`src/rtl/load_pulse_pkg.sv`:
```
package load_pulse_pkg;
  function automatic logic is_onehot(input logic [63:0] v);
    return (v != '0) && ((v & (v - 64'd1)) == '0);
  endfunction
endpackage

```
`src/rtl/onehot_ring.sv`:
```
module onehot_ring import load_pulse_pkg::*; #(
  parameter int unsigned LEN = 10,
  parameter int unsigned TAP = 8
) (
  input  logic           clk_i,
  input  logic           rst_ni,
  output logic [LEN-1:0] ring_o,
  output logic           tap_o
);
  localparam logic [LEN-1:0] SEED = LEN'(1);

  logic [LEN-1:0] q;
  logic           healthy;

  assign healthy = is_onehot(64'(q));

  always_ff @(posedge clk_i or negedge rst_ni) begin
    if (!rst_ni)       q <= SEED;
    else if (!healthy) q <= SEED;  // self-repair
    else               q <= {q[LEN-2:0], q[LEN-1]};
  end

  assign ring_o = q;
  assign tap_o  = q[TAP];

  a_r6_onehot: assert property (@(posedge clk_i) disable iff (!rst_ni)
    $onehot(q));
  a_r6_advance: assert property (@(posedge clk_i) disable iff (!rst_ni)
    $onehot(q) |=> q == {$past(q[LEN-2:0]), $past(q[LEN-1])});
  a_r6_repair: assert property (@(posedge clk_i) disable iff (!rst_ni)
    !$onehot(q) |=> q == SEED);
endmodule

```
`src/rtl/load_fanout.sv`:
```
module load_fanout #(
  parameter int unsigned WIDTH  = 5,
  parameter int unsigned A_BITS = 3
) (
  input  logic             clk_i,
  input  logic             rst_ni,
  input  logic             en_i,
  input  logic             tap_a_i,
  input  logic             tap_b_i,
  output logic [WIDTH-1:0] load_o
);
  for (genvar i = 0; i < WIDTH; i++) begin : g_bit
    logic src;
    if (i < A_BITS) begin : g_a
      assign src = tap_a_i;
    end else begin : g_b
      assign src = tap_b_i;
    end
    always_ff @(posedge clk_i or negedge rst_ni) begin
      if (!rst_ni) load_o[i] <= 1'b0;
      else         load_o[i] <= en_i & src;
    end
  end
endmodule

```
`src/rtl/load_pulse_gen.sv`:
```
module load_pulse_gen #(
  parameter int unsigned RING_LEN = 10,
  parameter int unsigned TAP_IDX  = 8,
  parameter int unsigned LOAD_W   = 5,
  parameter int unsigned A_BITS   = 3,
  parameter bit          EN_FRAME = 1'b1
) (
  input  logic              clk_i,
  input  logic              rst_ni,
  output logic [LOAD_W-1:0] load_o,
  output logic              frame_o,
  output logic              mismatch_o
);
  localparam int unsigned FRAME_IDX = (TAP_IDX + 1) % RING_LEN;

  logic [RING_LEN-1:0] ring_a, ring_b;
  logic                tap_a, tap_b;
  logic                primed_q;

  onehot_ring #(.LEN(RING_LEN), .TAP(TAP_IDX)) u_ring_a (
    .clk_i, .rst_ni, .ring_o(ring_a), .tap_o(tap_a));
  onehot_ring #(.LEN(RING_LEN), .TAP(TAP_IDX)) u_ring_b (
    .clk_i, .rst_ni, .ring_o(ring_b), .tap_o(tap_b));

  // blanks the output on the first edge after clear
  always_ff @(posedge clk_i or negedge rst_ni) begin
    if (!rst_ni) primed_q <= 1'b0;
    else         primed_q <= 1'b1;
  end

  load_fanout #(.WIDTH(LOAD_W), .A_BITS(A_BITS)) u_fanout (
    .clk_i, .rst_ni, .en_i(primed_q), .tap_a_i(tap_a), .tap_b_i(tap_b),
    .load_o);

  if (EN_FRAME) begin : g_frame
    logic frame_q;
    always_ff @(posedge clk_i or negedge rst_ni) begin
      if (!rst_ni) frame_q <= 1'b0;
      else         frame_q <= primed_q & ring_a[FRAME_IDX];
    end
    assign frame_o = frame_q;

    a_r5_frame_follows: assert property (@(posedge clk_i) disable iff (!rst_ni)
      (|load_o) |=> frame_o);
  end else begin : g_noframe
    assign frame_o = 1'b0;
  end

  assign mismatch_o = (ring_a != ring_b);

  a_r4_bits_equal: assert property (@(posedge clk_i) disable iff (!rst_ni)
    (load_o == '0) || (&load_o));
  a_r2_one_cycle: assert property (@(posedge clk_i) disable iff (!rst_ni)
    (|load_o) |=> (load_o == '0));
  a_r7_rings_agree: assert property (@(posedge clk_i) disable iff (!rst_ni)
    !mismatch_o);
  a_r1_first_blank: assert property (@(posedge clk_i) disable iff (!rst_ni)
    !primed_q |=> (load_o == '0));
endmodule

```
`config.mk`:
```
export PLATFORM = sky130hd
export DESIGN_NAME = load_pulse_gen
export DESIGN_NICKNAME = d
export VERILOG_FILES = /design/src/rtl/load_pulse_pkg.sv /design/src/rtl/onehot_ring.sv /design/src/rtl/load_fanout.sv /design/src/rtl/load_pulse_gen.sv
export SDC_FILE = /design/constraint.sdc
export NUM_CORES = 1
export LEC_CHECK = 0
export BUFFER_PORTS_ARGS = -buffer_cell sky130_fd_sc_hd__buf_2
export CORE_MARGIN = 2
export CORE_UTILIZATION = 40
export DETAILED_ROUTE_END_ITERATION = 8
export PLACE_DENSITY = 0.61
export SLEW_MARGIN = 20
export SYNTH_ARGS = -nofsm -noshare
export SYNTH_HDL_FRONTEND = slang
export SYNTH_SLANG_ARGS = --single-unit
```
`constraint.sdc`:
```
create_clock -name clk_i -period 2.4 [get_ports clk_i]
set_input_delay 0.12 -clock clk_i [delete_from_list [all_inputs] [get_ports clk_i]]
set_output_delay 0.12 -clock clk_i [all_outputs]
set_load 0.03 [all_outputs]
```
==> results.py <==
metrics = {
    "yosys": {
        "yosys-top-cells-count": "dfrtp_1 (22), nand2_1 (12), xor2_1 (8), a211oi_1 (7), clkbuf_1 (7)",
        "synth-seq-cells": 24,
        "synth_cell_types": 38,
        "synth_top_cell_by_area": "dfrtp_1",
        "netlist_area_um2": 1290,
        "synth.avg_cell_area_um2": 9.97,
        "synth_top_family_by_area": "simple AND/OR/NAND/NOR gates",
        "ys_top_cells_by_area": "dfrtp_1 (43%), xor2_1 (5.4%), a211oi_1 (4.1%)",
        "synth_fa_ha_area_share_pct": 1.56,
        "synth.net_count": 131,
        "synth-warning-count": 0,
        "synth_compound_area_share_pct": 14.7,
        "synthXorXnorAreaFrac_pct": 8.17,
        "ys.flop_type": "dfrtp_1",
        "netlist_instances": 129,
        "yosysMostFrequentCell": "dfrtp_1",
        "synthMuxAreaShare_pct": 0,
        "yosys.area.top_type_share_pct": 42.8,
        "synth_seq_area_share_pct": 46.9,
        "async_reset_ff_share_pct": 100,
        "synth_edf_count": 0,
        "synth-simple-area-share_pct": 22.6,
    },
    "setup_path": {
        "worstSetupPathType": "reg -> reg",
        "critPathRequiredTime_ns": 2.66,
        "reg2reg_slack_ns": 0.13,
        "startpoint_type": "register",
        "end_kind": "register",
        "rr_worst_depth": 4,
        "worst_ep_arrival_time_ns": 2.53,
        "r2r_end": "u_ring_b.ring_o[0]$_DFF_PN1_",
        "critPathMaxFanout": 9,
        "r2r-start": "u_ring_b.ring_o[2]$_DFF_PN0_",
    },
    "layout": {
        "stdcell_area_um2": 1380,
        "syn2layout_area_growth_pct": 7.20,
        "final_util_pct": 45.2,
        "final.fill_count": 296,
        "nNetsFinal": 135,
        "drive_gt1_share_pct": 16.7,
        "diodes": 0,
    },
    "routing": {
        "drc": 0,
        "avgViaCountPerCell": 5.53,
        "drt-initial-drc-count": 56,
        "drt_wl_total_mm": 2.45,
        "avgRoutedWirePerCell_um": 13.9,
        "vias": 973,
        "first_pass_iters": 4,
        "ant_nets": 0,
    },
    "timing": {
        "post-route-min-period_ns": 2.27,
        "drv_slew": 0,
        "finalSetupTns_ns": 0,
        "fin_crit_sh_pct": 94.6,
        "tightest_slew_ns": 0.547,
        "hold_slack_ns": 0.281,
        "relSlewSlack_pct": 63.2,
        "hold_viol": 0,
        "setup_ws_ns": 0.129,
        "fin_skew_ns": 0.00926,
        "rsz0062_at_grt": "no",
        "fmax_mhz": 440,
        "setup_viol": 0,
    },
    "global_routing": {
        "grt_pass1_wl_mm": 4.03,
        "overflow": 0,
        "grt_max_degree": 25,
        "antenna_found_initial": 0,
        "grt_usage_pct": 15.0,
        "grt_pass1_vias": 870,
    },
    "power_and_ir_drop": {
        "max-vdd-ir-drop_mv": 0.142,
        "p_per_area_nw_per_um2": 463,
        "power_leakage_nw": 0.665,
    },
    "clock_network": {
        "cts_tree": "built",
        "clk_pin_slew_ns": 0.14,
        "numClockSinks": 24,
        "cts_max_level": 1,
        "clock_latency_ns": 0.33,
        "clock-root-buffer": "clkbuf_4",
        "numCtsBuffers": 3,
        "post_cts.repair.setup_buffers": 0,
        "clock_path_buffers": 2,
    },
    "outcome": {
        "status": "complete, no violations",
    },
    "place": {
        "detailed_place_hpwl_mm": 1.72,
        "pre_cts_slack_ns": 0.158,
        "routabilityCongestion": 0.779,
        "place_area_um2": 1330,
        "io_buffers": 8,
    },
    "flow_run": {
        "maxCapViolations": 0,
    },
    "die": {
        "die_y_um": 60.7,
        "row_count": 20,
        "core_region_area_um2": 3050,
        "ios": 9,
        "die_area_um2": 3690,
        "initial_core_util_pct": 42.1,
        "die_x_um": 60.7,
    },
    "min_path": {
        "hp-class": "in -> async",
    },
}
repair_timing:
item / CTS / global route
hold endpoints to repair: 22 / 0
setup endpoints to repair: 0 / 1
resized for setup: 0 / 1
hold buffers: 1 / 0
state kept, by name (all words and copies together), names as in the netlist:
name,cells
u_ring_a.ring_o,10
primed_q,1
frame_o,1
u_fanout.load_o,2
u_ring_b.ring_o,10
layout make-up:
| type | count | area [µm²] | area share [%] |
|---|---|---|---|
| Multi-Input combinational cell | 90 | 608 | 44.1 |
| Sequential cell | 24 | 603 | 43.7 |
| Timing Repair Buffer | 11 | 65.1 | 4.72 |
| Tap cell | 44 | 55.1 | 3.99 |
| Clock buffer | 4 | 36.3 | 2.63 |
| Inverter | 3 | 11.3 | 0.817 |
cell usage in the layout, fill, tap and decap left out:
cell type,n
nor4_1,3
or3_1,4
or4_4,1
o221ai_1,1
nor3b_1,2
a2111o_1,2
inv_1,3
dlygate4sd3_1,1
dfstp_2,2
nand2_1,12
nor4b_1,5
o21ai_0,2
xor2_1,8
a211o_1,1
nor2_1,3
o21ba_2,1
maj3_1,2
a221o_1,1
nor3_1,5
clkbuf_8,1
dfrtp_1,22
o221a_2,1
nand2b_1,4
o21a_1,1
or4_1,2
buf_4,2
a21oi_1,5
o311ai_0,1
and3_1,1
a2111oi_0,1
buf_2,8
or2_2,3
and2_1,3
clkbuf_4,3
o21ai_1,1
nand4_1,1
xnor2_1,4
nand3_1,1
conb_1,1
a211oi_1,7
layer usage:
| layer | global-route usage (%) | up-vias | part of all wire, % |
|---|---|---|---|
| met5 | 0 | - | 0 |
| met4 | 6.21 | 0 | 1.4 |
| met3 | 2.56 | 5 | 3.5 |
| met2 | 23.2 | 20 | 46 |
| met1 | 20.7 | 478 | 49 |
| li1 | - | 470 | - |
cell families after synthesis:
kind of cell               count (synthesis)
xor gates and xnor gates                  12
other                                      1
buffers and inverters                     15
DFF                                       24
AOI/OAI and AO/OA                         25
adders and majority gates                  2
and+or+nand+nor                           50
worst max-delay path, stage by stage, from the launching register on:
cell	delay, ns
dfrtp_1	0.46
or4_4	0.51
or3_1	0.31
a221o_1	0.48
a2111o_1	0.45
power breakdown:
part | switching (W) | total, W | internal (W)
clock network | 0.000129 | 0.000222 | 0.0000931
registers | 0.000000492 | 0.000406 | 0.000406
logic | 0.00000814 | 0.0000106 | 0.00000248
metrics by stage:
step	std cells	power [W]
6_report	176	0.000639
5_1_grt	176	0.000656
4_1_cts	176	0.000640
3_5_place_dp	171	0.000424
3_3_place_gp	171	0.000424
2_1_floorplan	129	0.000415
worst max-delay path by stage:
stage                                      start                      endpoint  slack (ns)  cells after the start
finish              u_ring_b.ring_o[2]$_DFF_PN0_  u_ring_b.ring_o[0]$_DFF_PN1_        0.13                      4
global route        u_ring_a.ring_o[1]$_DFF_PN0_  u_ring_a.ring_o[1]$_DFF_PN0_        0.06                      4
CTS                 u_ring_b.ring_o[2]$_DFF_PN0_  u_ring_b.ring_o[0]$_DFF_PN1_        0.13                      4
detailed placement  u_ring_b.ring_o[2]$_DFF_PN0_  u_ring_b.ring_o[0]$_DFF_PN1_        0.16                      4
global placement    u_ring_b.ring_o[2]$_DFF_PN0_  u_ring_b.ring_o[0]$_DFF_PN1_        0.20                      4
floorplan           u_ring_b.ring_o[3]$_DFF_PN0_  u_ring_b.ring_o[0]$_DFF_PN1_        0.19                      5
No activity file was read; power rests on OpenSTA's default activity.
